**src/rtl/cw_pkg.sv**
```systemverilog
// Shared types for the three-wire register write port.
// Assumes the control payload is at least 10 bits wide.
package cw_pkg;

    typedef enum logic [1:0] {
        ADR_VOL_L = 2'b00,
        ADR_CTRL  = 2'b01,
        ADR_VOL_R = 2'b10,
        ADR_NONE  = 2'b11
    } addr_e;

    // Stored control fields, highest word position first (word bits 11..2).
    typedef struct packed {
        logic       int2;
        logic       int4;
        logic [1:0] rj_len;
        logic       soft_rst;
        logic       mute;
        logic [1:0] mode;
        logic [1:0] deemph;
    } ctrl_t;

    localparam int CTRL_W = $bits(ctrl_t);

endpackage

```
**src/rtl/cw_sync.sv**
```systemverilog
// Multi-stage synchronizer for asynchronous level inputs.
// Assumes each input is held long enough for the system clock to see it.
// RST_VAL sets the reset level of every stage, bit by bit.
module cw_sync #(
    parameter int           W       = 1,
    parameter int           STAGES  = 2,
    parameter logic [W-1:0] RST_VAL = '0
) (
    input  logic         clk,
    input  logic         rst_n,
    input  logic [W-1:0] d_async,
    output logic [W-1:0] q_sync
);

    logic [STAGES-1:0][W-1:0] chain;

    genvar g;
    generate
        for (g = 0; g < STAGES; g++) begin : g_stage
            // Move the value one stage further along the chain.
            always_ff @(posedge clk) begin
                if (!rst_n) begin
                    chain[g] <= RST_VAL;
                end else if (g == 0) begin
                    chain[g] <= d_async;
                end else begin
                    chain[g] <= chain[(g == 0) ? 0 : g-1];
                end
            end
        end
    endgenerate

    assign q_sync = chain[STAGES-1];

endmodule

```
**src/rtl/cw_shifter.sv**
```systemverilog
// Finds edges on the synchronized bit clock and load strobe, and shifts data
// into the word register MSB first. Assumes the inputs are already in the clk domain.
module cw_shifter #(
    parameter int WORD_W = 16
) (
    input  logic              clk,
    input  logic              rst_n,
    input  logic              sclk_s,
    input  logic              sdat_s,
    input  logic              slat_s,
    output logic [WORD_W-1:0] word,
    output logic              lat_evt
);

    logic sclk_q;
    logic slat_q;
    logic sclk_rise;

    assign sclk_rise = sclk_s & ~sclk_q;
    assign lat_evt   = slat_s & ~slat_q;

    // Keep the previous levels so edges can be detected.
    always_ff @(posedge clk) begin
        if (!rst_n) begin
            sclk_q <= 1'b0;
            slat_q <= 1'b1;
        end else begin
            sclk_q <= sclk_s;
            slat_q <= slat_s;
        end
    end

    // Shift one data bit on every bit-clock rising edge.
    always_ff @(posedge clk) begin
        if (!rst_n) begin
            word <= '0;
        end else if (sclk_rise) begin
            word <= {word[WORD_W-2:0], sdat_s};
        end
    end

    // a load event is a single-cycle edge, never a level.
    a_r10_evt_isolated: assert property (@(posedge clk) disable iff (!rst_n)
        lat_evt |=> !lat_evt);

endmodule

```
**src/rtl/cw_regfile.sv**
```systemverilog
// Decodes the address bits on a load event and updates the volume and control
// registers. Assumes lat_evt is a one-cycle pulse aligned with a stable word.
module cw_regfile
    import cw_pkg::*;
#(
    parameter int              WORD_W    = 16,
    parameter int              ADDR_W    = 2,
    parameter int              PAY_W     = WORD_W - ADDR_W,
    parameter logic [PAY_W-1:0] VOL_RESET = '1
) (
    input  logic              clk,
    input  logic              rst_n,
    input  logic [WORD_W-1:0] word,
    input  logic              lat_evt,
    output logic [PAY_W-1:0]  vol_l,
    output logic [PAY_W-1:0]  vol_r,
    output logic              vol_l_wr,
    output logic              vol_r_wr,
    output ctrl_t             ctrl_q
);

    logic [PAY_W-1:0] payload;
    addr_e            addr;

    assign payload = word[WORD_W-1:ADDR_W];
    assign addr    = addr_e'(word[ADDR_W-1:0]);

    // Write the chosen register and raise the matching strobe for one cycle.
    always_ff @(posedge clk) begin
        if (!rst_n) begin
            vol_l    <= VOL_RESET;
            vol_r    <= VOL_RESET;
            vol_l_wr <= 1'b0;
            vol_r_wr <= 1'b0;
            ctrl_q   <= '0;
        end else begin
            vol_l_wr <= 1'b0;
            vol_r_wr <= 1'b0;
            if (lat_evt) begin
                case (addr)
                    ADR_VOL_L: begin
                        vol_l    <= payload;
                        vol_l_wr <= 1'b1;
                    end
                    ADR_VOL_R: begin
                        vol_r    <= payload;
                        vol_r_wr <= 1'b1;
                    end
                    ADR_CTRL:  ctrl_q <= ctrl_t'(payload[CTRL_W-1:0]);
                    default:   ;
                endcase
            end
        end
    end

    // strobes last exactly one cycle.
    a_r3_left_pulse: assert property (@(posedge clk) disable iff (!rst_n)
        vol_l_wr |=> !vol_l_wr);
    a_r3_right_pulse: assert property (@(posedge clk) disable iff (!rst_n)
        vol_r_wr |=> !vol_r_wr);
    // a volume changes only together with its strobe.
    a_r3_left_on_strobe: assert property (@(posedge clk) disable iff (!rst_n)
        !$stable(vol_l) |-> vol_l_wr);
    a_r3_right_on_strobe: assert property (@(posedge clk) disable iff (!rst_n)
        !$stable(vol_r) |-> vol_r_wr);
    // a control write raises no strobe.
    a_r3_ctrl_no_strobe: assert property (@(posedge clk) disable iff (!rst_n)
        (lat_evt && word[ADDR_W-1:0] == 2'b01) |=> (!vol_l_wr && !vol_r_wr));
    // code 11 leaves everything untouched.
    a_r2_code3_silent: assert property (@(posedge clk) disable iff (!rst_n)
        (lat_evt && word[ADDR_W-1:0] == 2'b11)
            |=> (!vol_l_wr && !vol_r_wr && $stable(ctrl_q)));

endmodule

```
**src/rtl/cw_regport.sv**
```systemverilog
// Top of the three-wire register write port. Synchronizes the serial lines,
// assembles words, writes registers, and ORs the pin-backed control fields.
// Assumes the serial bit clock has high and low phases of several clk cycles each.
module cw_regport
    import cw_pkg::*;
#(
    parameter int WORD_W      = 16,
    parameter int ADDR_W      = 2,
    parameter int SYNC_STAGES = 2,
    localparam int PAY_W      = WORD_W - ADDR_W
) (
    input  logic             clk,
    input  logic             rst_n,
    input  logic             ser_clk,
    input  logic             ser_dat,
    input  logic             ser_lat,
    input  logic             pin_mute,
    input  logic [1:0]       pin_mode,
    input  logic             pin_int4,
    input  logic             pin_int2,
    output logic [PAY_W-1:0] vol_left,
    output logic [PAY_W-1:0] vol_right,
    output logic             vol_left_wr,
    output logic             vol_right_wr,
    output logic             interp_2x,
    output logic             interp_4x,
    output logic [1:0]       rj_len,
    output logic             soft_reset,
    output logic             mute,
    output logic [1:0]       serial_mode,
    output logic [1:0]       deemph_sel
);

    logic [1:0]        cd_s;
    logic              lat_s;
    logic [WORD_W-1:0] word;
    logic              lat_evt;
    ctrl_t             ctrl_q;

    cw_sync #(.W(2), .STAGES(SYNC_STAGES), .RST_VAL(2'b00)) u_sync_cd (
        .clk     (clk),
        .rst_n   (rst_n),
        .d_async ({ser_clk, ser_dat}),
        .q_sync  (cd_s)
    );

    // The strobe chain resets high so a line held high at reset makes no write.
    cw_sync #(.W(1), .STAGES(SYNC_STAGES), .RST_VAL(1'b1)) u_sync_lat (
        .clk     (clk),
        .rst_n   (rst_n),
        .d_async (ser_lat),
        .q_sync  (lat_s)
    );

    cw_shifter #(.WORD_W(WORD_W)) u_shift (
        .clk     (clk),
        .rst_n   (rst_n),
        .sclk_s  (cd_s[1]),
        .sdat_s  (cd_s[0]),
        .slat_s  (lat_s),
        .word    (word),
        .lat_evt (lat_evt)
    );

    cw_regfile #(.WORD_W(WORD_W), .ADDR_W(ADDR_W), .PAY_W(PAY_W)) u_regs (
        .clk      (clk),
        .rst_n    (rst_n),
        .word     (word),
        .lat_evt  (lat_evt),
        .vol_l    (vol_left),
        .vol_r    (vol_right),
        .vol_l_wr (vol_left_wr),
        .vol_r_wr (vol_right_wr),
        .ctrl_q   (ctrl_q)
    );

    // Merge the stored fields with their board pins where a pin exists.
    always_comb begin
        interp_2x   = ctrl_q.int2 | pin_int2;
        interp_4x   = ctrl_q.int4 | pin_int4;
        rj_len      = ctrl_q.rj_len;
        soft_reset  = ctrl_q.soft_rst;
        mute        = ctrl_q.mute | pin_mute;
        serial_mode = ctrl_q.mode | pin_mode;
        deemph_sel  = ctrl_q.deemph;
    end

    // while reset is applied, the volumes read back the all-ones default.
    a_r6_vol_default: assert property (@(posedge clk)
        $fell(rst_n) |=> (vol_left == '1 && vol_right == '1));

endmodule

```
**config.mk**
```make
export PLATFORM = sky130hd
export DESIGN_NAME = cw_regport
export DESIGN_NICKNAME = d
export VERILOG_FILES = /design/src/rtl/cw_pkg.sv /design/src/rtl/cw_sync.sv /design/src/rtl/cw_shifter.sv /design/src/rtl/cw_regfile.sv /design/src/rtl/cw_regport.sv
export SDC_FILE = /design/constraint.sdc
export NUM_CORES = 1
export LEC_CHECK = 0
export BUFFER_PORTS_ARGS = -buffer_cell sky130_fd_sc_hd__buf_2
export CAP_MARGIN = 20
export CORE_UTILIZATION = 55
export DETAILED_ROUTE_END_ITERATION = 8
export PLACE_DENSITY = 0.89
export SYNTH_ARGS = -nofsm -noshare
export SYNTH_HDL_FRONTEND = slang
export SYNTH_SLANG_ARGS = --single-unit
```
**constraint.sdc**
```tcl
create_clock -name clk -period 2.47 [get_ports clk]
set_input_delay 0.1235 -clock clk [delete_from_list [all_inputs] [get_ports clk]]
set_output_delay 0.1235 -clock clk [all_outputs]
set_load 0.02 [all_outputs]
```
After elaboration in Yosys (flattened, before gate mapping)
Index checks and enable logic that the tools add are counted.
- equality and inequality tests: 2
- mux-type cells: 2
- bitwise operators: 8
- reduce and logical (&&, ||, !) cells: 5
- operators by type and width (kind ; number):
    $reduce_and 2->1 ; 4
    $or 1x1->1 ; 3
    $and 1x1->1 ; 2
    $eq 2x1->1 const B ; 1
    $eq 2x2->1 const B ; 1
    $logic_not 2->1 ; 1
    $mux 1 ; 2
    $not 1->1 ; 2
    $or 2x2->2 ; 1
- register bits after elaboration: 64
- input port bits: 10

Depth between registers and ports, before layout
Gate-level depths: netlist (run 1).
- depth in word-level cells: 3
- mapped depth: 5
- mapped depth without buffers: 3

Hierarchy
Synthesis (run 1) repeated with hierarchy kept, for this count alone.
- cells, all modules: 237
- area total of the unflattened synthesis: 2517.4 um^2
- by module, submodules not included (module ; times used ; cells each ; area an instance (um^2) ; sequential area each (um^2)):
    cw_regfile ; 1 ; 159 ; 1649.1 ; 800.8
    cw_shifter ; 1 ; 59 ; 664.4 ; 360.3
    cw_sync at u_sync_cd ; 1 ; 10 ; 120.1 ; 80.1
    cw_sync at u_sync_lat ; 1 ; 4 ; 52.6 ; 40.0
    cw_regport ; 1 ; 5 ; 31.3 ; 0.0

Worst setup path after synthesis (run 1)
No wires, ideal clock.
- path kind: reg2reg
- start: register u_shift.word[1]
- end: register u_regs.vol_l[10]
- arrival time: 1.232 ns
- slack: 1.101 ns
- cell stages (with the launch flop): 6
- buffers on the path: 2
- period minus slack after synthesis: 1.369 ns
- cell sequence: dfxtp_1 -> or4b_1 -> buf_2 -> buf_6 -> nand2_1 -> nand3_1
- word-level cells in the longest chain between the ends: 2
- RTL lines (item ; line ; text):
    from (decl) ; cw_shifter.sv:11 ; output logic [WORD_W-1:0] word,
    from (signal assigned) ; cw_shifter.sv:38 ; word <= {word[WORD_W-2:0], sdat_s};
    $logic_not 2->1 ; cw_regfile.sv:40 ; case (addr)
    $reduce_and 2->1 (no source line) ; - ;
    to (signal assigned) ; cw_regfile.sv:42 ; vol_l <= payload;
    to (decl) ; cw_regfile.sv:15 ; output logic [PAY_W-1:0] vol_l,
Every way passes these cells.
A chain may end at the register's enable or synchronous reset.

Worst setup path after layout (run 1)
- start: register u_shift.word[1]
- end: register u_regs.vol_r[9]
- word-level cells in the longest chain between the ends: 2
- RTL lines (item ; line ; text):
    $eq 2x2->1 ; cw_regfile.sv:40 ;
    $reduce_and 2->1 (no source line) ; - ;
    to (signal assigned) ; cw_regfile.sv:46 ; vol_r <= payload;
    to (decl) ; cw_regfile.sv:16 ; output logic [PAY_W-1:0] vol_r,
Every way passes these cells.

==> results of run 1 <==
==> stage by stage <==
stage / hold WS (ns) / util, %
final: 0.0124 / 68.4
after CTS: 0.00931 / 68.4
after global placement: 0.306 / 63.2
after detailed placement: 0.311 / 63.2
after floorplan: 0.225 / -
after global routing: 0.0112 / 68.4
==> layout make-up <==
cell class,instances,area (um2)
tap,50,62.6
timing repair buffer,56,303
clock buffer,13,179
clock inverter,2,12.5
multi-input combinational,184,900
sequential,64,1280
fill,321,1260
==> sequential cells by signal, summed over array words and instances (netlist names) <==
signal,count
u_sync_cd.chain,2
u_sync_lat.chain,1
u_regs.vol_r,14
u_sync_lat.q_sync,1
u_shift.word,16
u_sync_cd.q_sync,2
u_regs.ctrl_q,10
u_shift.slat_q,1
u_regs.vol_r_wr,1
u_regs.vol_l,14
u_regs.vol_l_wr,1
u_shift.sclk_q,1
==> worst max path at each step <==
stage,from,endpoint,slack [ns],depth (start not counted)
2_1_floorplan,u_shift.word[1],u_regs.vol_l[10],1.10,5
3_3_place_gp,u_shift.word[1],u_regs.vol_l[8],1.02,3
3_5_place_dp,u_shift.word[1],u_regs.vol_l[8],0.96,3
4_1_cts,u_shift.word[1],u_regs.vol_r[9],0.91,3
5_1_grt,u_shift.word[1],u_regs.vol_r[5],0.81,3
6_report,u_shift.word[1],u_regs.vol_r[9],0.91,3
==> synth_stat cells (all sizes together) <==
cell type  count  share of area [%]
clkbuf        15                2.5
and4bb         1               0.55
a21boi        16                5.3
or4b           1               0.44
and2           7                1.9
nand2         98                 16
nand4bb        1               0.49
or2            5                1.4
dfxtp         64                 56
nand3         38                8.3
nor4bb         1               0.44
nor4b          1               0.66
nor2b          1               0.27
nand2b         4                1.1
buf            8                2.4
o21ai         10                2.2
==> worst max-delay path, stage by stage (launching register included) <==
cell and delay [ns]:
dfxtp_1 0.45, nand4bb_1 0.59, nand2_1 0.27, nand3_1 0.11
==> routing by layer <==
metal,part of all wire (%),track usage [%]
met4,1.4,12.8
met5,0,0
met3,6.2,7.88
met2,45,36.0
met1,47,32.0
==> power by group <==
| part | leakage (uW) | switching [uW] | internal [uW] |
|---|---|---|---|
| clock | 0.0000975 | 377 | 467 |
| combinational | 0.000549 | 53.9 | 34.5 |
| sequential | 0.000519 | 7.25 | 1050 |
| total | 0.00117 | 438 | 1550 |
==> cells by family (layout without fill, tap and decap cells) <==
| group | after synthesis | in the layout |
|---|---|---|
| AOI/OAI and AO/OA | 26 | 26 |
| buffers and inverters | 23 | 71 |
| DFF | 64 | 64 |
| and+or+nand+nor | 158 | 158 |
==> metrics.txt, run 1 <==
largest net degree at the start of global routing 34; CTS Hold Bufs 2; Remaining DRCs 0; clk_lat worst skew 0.33 ns; most frequent cells in the layout nand2_1 (98), dfxtp_1 (64), buf_2 (49); Die ar. 4420 um2; Vias 1923; Syn Std Cell Area 2290 um2; GP Congestion 0.767; final setup fails 0; Worst Path Arrival 1.75 ns; Final Power 1990 uW; CP Data Required Time 2.67 ns; Hold Crit Start ser_dat; syn_nets 281; Yosys warning count 0; reg2reg setup slack 0.91 ns; Post-Synth XOR/XNOR Area 0%; hold endpoint u_sync_cd.chain[0]; clock sink total 64; DIE HEIGHT 66.5 um; outcome finished, final reports clean; Clock transition at path regs 0.06 ns; area grow syn2layout 19.8%; Worst slew margin 54.4%; CTS H-tree lvls 3; hpwl dp 3.02 mm; setup TNS 0 ns; number of cells on the worst reg-to-reg path 3; Hold Path Stages 2; Leak Pwr 0.00117 uW; Syn Inst Count 271; Post-Synth Simple-Gate Area 31.6%; total grt overflow 0; Placeable Area 4000 um2; final std cells w/o fill 369; commonest non-fill, non-tap cell in the layout nand2_1; Startpoint Class flop; max_cap viols 0; DRT Wirelength 4.82 mm; Worst VDD drop 0.355 mV; Post-CTS Repair Setup Buffers 0; routed len/inst 13.1 um; DRT iter0 DRCs 137; Yosys cell types 20; post-place setup slack 0.957 ns; nets 325; Synth Area in Compound Gates 7.44%; post-route cell area 2740 um2; unrepaired setup endpoints after global routing no; multiplexer area fraction after synthesis 0%; RR Startpoint u_shift.word[1]; vias per cell 5.21; critical path peak fanout 14; clock buffer depth 2; antenna cells 0; syn avg cell area 8.44 um2; Post-Synth Adder-Cell Area 0%; number of buffers created by CTS 9; DR pass1 iterations 5; Fmax achieved 642 MHz; Clock Tree Root clkbuf_8; final hold violations 0; post-cts sizing count 0; sequential area share after synthesis 56.0%; antenna-violating nets left 0; power density cells 725 nW/um2; Final min period 1.56 ns; R2R Path End u_regs.vol_r[9]; GRT Util Overall 24.5%; Initial Util 57.1%; synthesized flop and latch total 64; I/O Pins 50; final worst slack 0.913 ns; Placed Cells 352; CP endpoint kind flop; initial antenna violation count 0; Final period util 63.0%; row cnt 23; share of cells above drive strength 1 24.1%; PortBufs 49; first-pass GRT wire length 7.94 mm; CP Class reg -> reg; CTS tree done; vias in the first global route 1692; chip width 66.5 um; skew final 0.00593 ns; largest family of logic cells by synthesized area simple AND/OR/NAND/NOR gates; actual slew at the worst max-slew pin 0.680 ns; Worst Hold Class in -> reg; Placed Area 2530 um2; max-slew violations 0
(Power assumes the default switching activity.)
==> inputs of run 2 (changes only) <==
--- a/config.mk
+++ b/config.mk
@@ -5,11 +5,12 @@
 export SDC_FILE = /design/constraint.sdc
 export NUM_CORES = 1
 export LEC_CHECK = 0
+export ABC_AREA = 1
 export BUFFER_PORTS_ARGS = -buffer_cell sky130_fd_sc_hd__buf_2
 export CAP_MARGIN = 20
-export CORE_UTILIZATION = 55
+export CORE_UTILIZATION = 53
 export DETAILED_ROUTE_END_ITERATION = 8
-export PLACE_DENSITY = 0.89
+export PLACE_DENSITY = 0.86
 export SYNTH_ARGS = -nofsm -noshare
 export SYNTH_HDL_FRONTEND = slang
 export SYNTH_SLANG_ARGS = --single-unit
==> constraint.sdc (replaced) <==
create_clock -name clk -period 1.5 [get_ports clk]
set_input_delay 0.075 -clock clk [delete_from_list [all_inputs] [get_ports clk]]
set_output_delay 0.075 -clock clk [all_outputs]
set_load 0.02 [all_outputs]
==> metrics.txt, run 2 <==
CTS H-tree lvls 3 (unchanged); antenna-violating nets left 0 (unchanged); post-route cell area 2780 um2 (+1.5%); post-place setup slack 0.326 ns (-0.631 ns); final worst slack 0.285 ns (-0.628 ns); CP endpoint kind flop; first-pass GRT wire length 7.39 mm (-7.0%); antenna cells 0 (unchanged); Yosys cell types 16 (-20%); Synth top area share 55.0% (-1.0 points); number of buffers created by CTS 9 (unchanged); critical path peak fanout 18 (+4); Remaining DRCs 0 (unchanged); Worst Path Arrival 1.45 ns (-0.30 ns); clock sink total 64 (unchanged); power density cells 1230 nW/um2 (+69%); DR pass1 iterations 4 (-1); Final period util 81.0% (+18 points); CP Class reg -> reg; Commonest cells post-synth dfxtp_1 (64), nand2_1 (62), nand3_1 (52), nor2_1 (30), inv_1 (21); PortBufs 49 (unchanged); DIE HEIGHT 68.3 um (+2.7%); chip width 68.3 um (+2.7%); Final min period 1.21 ns (-0.342 ns); vias per cell 5.04 (-3.3%); Clock Tree Root clkbuf_8; CTS tree done; Startpoint Class flop; total grt overflow 0 (unchanged); Clock transition at path regs 0.07 ns (about the same); Initial Util 56.6% (-0.56 points); unrepaired setup endpoints after global routing no; CTS Hold Bufs 3 (+1); setup TNS 0 ns (unchanged); Regs by FF count u_shift.word (16), u_regs.vol_l (14), u_regs.vol_r (14); area grow syn2layout 19.3%; skew final 0.00650 ns (+0.000565 ns); synth top area cells dfxtp_1 (55%), nand3_1 (11%), nand2_1 (10%); number of synthesized flops with an enable pin 0 (unchanged); CP Data Required Time 1.73 ns (-0.94 ns); largest net degree at the start of global routing 34 (unchanged); RR Startpoint u_sync_lat.q_sync; count leader, synth dfxtp_1; syn avg cell area 7.95 um2 (-5.8%); post-cts sizing count 0 (unchanged); Placed Area 2560 um2 (+1.4%); row cnt 23 (unchanged); max_cap viols 0 (unchanged); GRT Util Overall 22.3% (-2.2 points); outcome finished, final reports clean; ys flop type dfxtp_1; DRT Wirelength 4.74 mm (-1.5%); Largest Register u_shift.word; fin util 67.5% (-0.94 points); Hold Crit Start rst_n; syn_nets 303 (+7.8%); synthesized flop and latch total 64 (unchanged); Placeable Area 4120 um2 (+2.9%); final std cells w/o fill 396 (+7.3%); final hold violations 0 (unchanged); max FFs per register 16 (unchanged); Worst Setup SP u_sync_lat.q_sync; max-slew violations 0 (unchanged); Placed Cells 378 (+7.4%); Leak Pwr 0.00130 uW (+12%); Post-CTS Repair Setup Buffers 0 (unchanged); commonest non-fill, non-tap cell in the layout dfxtp_1; routed len/inst 12.0 um (-8.2%); Syn Std Cell Area 2330 um2 (+1.9%); Synth area leader dfxtp_1; vias in the first global route 1663 (-1.7%); most frequent cells in the layout dfxtp_1 (64), nand2_1 (62), nand3_1 (52); Syn Inst Count 293 (+8.1%); clock buffer depth 2 (unchanged); clk_lat worst skew 0.34 ns (about the same); I/O Pins 50 (unchanged); share of cells above drive strength 1 24.6% (+0.43 points); hpwl dp 3.22 mm (+6.6%); Vias 1996 (+3.8%); Die ar. 4660 um2 (+5.5%); Yosys warning count 0 (unchanged); Worst Hold Class in -> reg; final setup fails 0 (unchanged); Post-synth ARST share 0% (unchanged); Worst slew margin 73.3% (+19 points); Worst VDD drop 0.798 mV (+120%); sequential area share after synthesis 55.0% (-1.0 points); Fmax achieved 823 MHz (+28%); actual slew at the worst max-slew pin 0.401 ns (-0.280 ns); GP Congestion 0.852 (+11%); DRT iter0 DRCs 195 (+42%); initial antenna violation count 0 (unchanged); nets 352 (+8.3%)
## run 2: worst max-delay path, cell delays in order, from the launching register on
cell and delay [ns]:
dfxtp_1 0.34, inv_1 0.08, nor2_4 0.20, buf_4 0.26, nand3_1 0.11, nand2_1 0.09
nor2_1 0.04
## run 2: power breakdown
part           internal (uW)  switching [uW]  total (uW)
sequential              1750            36.4        1780
combinational           78.2             141         220
clock                    795             610        1400
## run 2: logic make-up (layout without fill, tap and decap cells)
logic type             after synthesis  count (layout)  synth area share, %
AO/OA/AOI/OAI                       28              28                 6.02
flip-flops                          64              64                 55.0
AND/OR/NAND/NOR                    159             159                 30.3
buffers and inverters               42              95                 8.70
## run 2: per-stage QoR
step	total power, uW	hold WS [ns]
global placement	2020	0.254
CTS	3430	0.0217
global route	3530	0.0369
finish	3410	0.0215
floorplan	1970	0.173
detailed placement	2030	0.261
## run 2: worst paths after layout
kind / to / slack (ns) / depth (start not counted)
max: u_regs.ctrl_q[8] / 0.29 / 6
min: u_regs.vol_r_wr / 0.02 / 3
max reg2reg: u_regs.ctrl_q[8] / 0.29 / 6
min reg2reg: u_sync_cd.q_sync[1] / 0.42 / 2
## run 2: layout make-up
| cell class | instances | area [um2] |
|---|---|---|
| clock buffer | 11 | 141 |
| clock inverter | 4 | 45.0 |
| multi-input combinational | 187 | 845 |
| fill | 345 | 1340 |
| inverter | 22 | 82.6 |
| timing repair buffer | 58 | 320 |
| sequential | 64 | 1280 |
| tap | 50 | 62.6 |
## run 2: layer usage
metal | vias to the layer above | global-route usage, % | wire, um
li1 | 1019 | - | -
met1 | 905 | 28.6 | 2180
met2 | 62 | 33.1 | 2140
met3 | 10 | 5.17 | 314
met4 | 0 | 15.1 | 112
met5 | - | 0 | 0
==> inputs of run 3 (changes only) <==
--- a/config.mk
+++ b/config.mk
@@ -8,9 +8,9 @@
 export ABC_AREA = 1
 export BUFFER_PORTS_ARGS = -buffer_cell sky130_fd_sc_hd__buf_2
 export CAP_MARGIN = 20
-export CORE_UTILIZATION = 53
+export CORE_UTILIZATION = 48
 export DETAILED_ROUTE_END_ITERATION = 8
-export PLACE_DENSITY = 0.86
+export PLACE_DENSITY = 0.82
 export SYNTH_ARGS = -nofsm -noshare
 export SYNTH_HDL_FRONTEND = slang
 export SYNTH_SLANG_ARGS = --single-unit
==> constraint.sdc (replaced) <==
create_clock -name clk -period 1 [get_ports clk]
set_input_delay 0.05 -clock clk [delete_from_list [all_inputs] [get_ports clk]]
set_output_delay 0.05 -clock clk [all_outputs]
set_load 0.02 [all_outputs]
==> metrics.txt, run 3 (synthesis gave the netlist of run 2 again) <==
Final min period 1.13 ns (-0.0865 ns); post-route cell area 3160 um2 (+14%); Worst Setup SP u_shift.word[0]; final worst slack -0.128 ns (-0.414 ns); GRT met2 Usage 36.4% (+3.3 points); failing checks negative hold slack, negative setup slack; chip width 71.7 um (+4.9%); Startpoint Class flop; Die ar. 5130 um2 (+10%); total grt overflow 0 (unchanged); Worst VDD drop 1.24 mV (+55%); skew final 0.00822 ns (+0.00172 ns); CP Data Required Time 1.23 ns (-0.50 ns); CTS H-tree lvls 3 (unchanged); clk_lat worst skew 0.35 ns (about the same); reg2reg setup slack -0.13 ns (-0.41 ns); DRT iter0 DRCs 206 (+5.6%); unrepaired setup endpoints after global routing yes; max FFs per register 16 (unchanged); Remaining DRCs 0 (unchanged); first-pass GRT wire length 9.03 mm (+22%); Fmax achieved 886 MHz (+7.7%); commonest non-fill, non-tap cell in the layout dfxtp_1; CP Buf/Inv Count 1 (-1); DIE HEIGHT 71.7 um (+4.9%); vias in the first global route 2030 (+22%); busiest grt layer met2; CP Class reg -> reg; I/O Pins 50 (unchanged); antenna cells 0 (unchanged); post-place setup slack -0.200 ns (-0.526 ns); DR pass1 iterations 4 (unchanged); biggest cell delay along the critical path 0.37 ns (+0.03 ns); DRT Wirelength 6.02 mm (+27%); CTS tree done; crit-path cells buf_4 > nor2_4 > nand2_4 > nand2_1 > nand3_1; final setup fails 45 (+45); antenna-violating nets left 0 (unchanged); row cnt 24 (+4.3%); Largest Register u_shift.word; Crit-path slowest cell dfxtp_4; largest net degree at the start of global routing 61 (+79%); Worst slew margin 82.8% (+9.5 points); most frequent cells in the layout dfxtp_1 (55), nand2_1 (52), nand3_1 (49); fin util 70.3% (+2.8 points); Final period util 113% (+32 points); Placeable Area 4500 um2 (+9.5%); RR Startpoint u_shift.word[0]; initial antenna violation count 0 (unchanged); Initial Util 51.7% (-4.9 points); R2R Path End u_regs.vol_r[13]; met1 usage 28.2% (-0.35 points); routed len/inst 14.6 um (+22%); critical path endpoint u_regs.vol_r[13]; area grow syn2layout 35.9%; number of buffers created by CTS 9 (unchanged); nets 364 (+3.4%); number of cells on the worst reg-to-reg path 5 (-1); clock buffer depth 2 (unchanged); Worst Path Arrival 1.36 ns (-0.09 ns); max-slew violations 0 (unchanged); vias per cell 5.27 (+4.6%); Fin Hold WS -0.0143 ns (-0.0358 ns); clock sink total 64 (unchanged); outcome complete, but fails checks; Vias 2166 (+8.5%); hpwl dp 3.36 mm (+4.2%); GP Congestion 0.804 (-5.6%); Regs by FF count u_shift.word (16), u_regs.vol_l (14), u_regs.vol_r (14); GRT Util Overall 23.3% (+1.0 points); Clock Tree Root clkbuf_8; critical path peak fanout 7 (-11); PortBufs 49 (unchanged); crit-path leading delay family simple AND/OR/NAND/NOR gates; Worst Hold Class in -> reg; Clock transition at path regs 0.07 ns (about the same); max_cap viols 0 (unchanged); Leak Pwr 0.00144 uW (+10%); final hold violations 1 (+1); Final Power 5720 uW (+68%); Placed Area 2640 um2 (+2.9%); power density cells 1810 nW/um2 (+47%); CP Depth 5 (-1); grt met3 use 6.33% (+1.2 points); actual slew at the worst max-slew pin 0.258 ns (-0.143 ns); share of cells above drive strength 1 34.3% (+9.7 points); CP endpoint kind flop
run 3: report_power, final:
group | leakage, uW | internal [uW] | switching, uW
Clock | 0.000118 | 1560 | 1030
Combinational | 0.000793 | 190 | 262
Sequential | 0.000525 | 2620 | 63.7
Total | 0.00144 | 4360 | 1360
run 3: area by class of cell:
cell class	instances	area (um2)
fillers	335	1340
flip-flops and latches	64	1300
multi-input cells	189	968
repair buffers	68	512
clock buffers	10	149
clock inverters	6	90.1
inverters	22	82.6
well taps	52	65.1
run 3: how the worst min path moves through the flow:
stage	startpoint	endpoint	slack, ns	cells past startpoint
6_report	rst_n	u_regs.vol_l_wr	-0.01	3
5_1_grt	rst_n	u_regs.vol_l_wr	0.02	3
4_1_cts	rst_n	u_regs.vol_l_wr	0.005	3
3_5_place_dp	ser_clk	u_sync_cd.chain[1]	0.24	3
3_3_place_gp	ser_clk	u_sync_cd.chain[1]	0.23	3
2_1_floorplan	ser_dat	u_sync_cd.chain[0]	0.15	2
run 3: timing repair:
item	in CTS	in global routing
gates resized for setup	34	20
hold endpoints to repair	3	0
setup buffers	3	0
endpoints found under the setup margin	44	50
gates cloned	3	2
hold buffers	3	0
pin swaps	7	11
run 3: tightest hold or removal path, stage by stage:
cell and delay (ns):
buf_2 0.11, inv_1 0.07, nor2_1 0.07
run 3: metrics by stage:
step / TNS [ns] / cells
2_1_floorplan: -0.00248 / 293
3_3_place_gp: -2.68 / 384
3_5_place_dp: -4.24 / 384
4_1_cts: -2.17 / 409
5_1_grt: -6.43 / 411
6_report: -4.12 / 411
run 3: layer usage:
layer  vias to the layer above  routed length (um)
li1                       1060                   -
met1                       983                2380
met2                        99                3020
met3                        24                 424
met4                         0                 190
met5                         -                   0
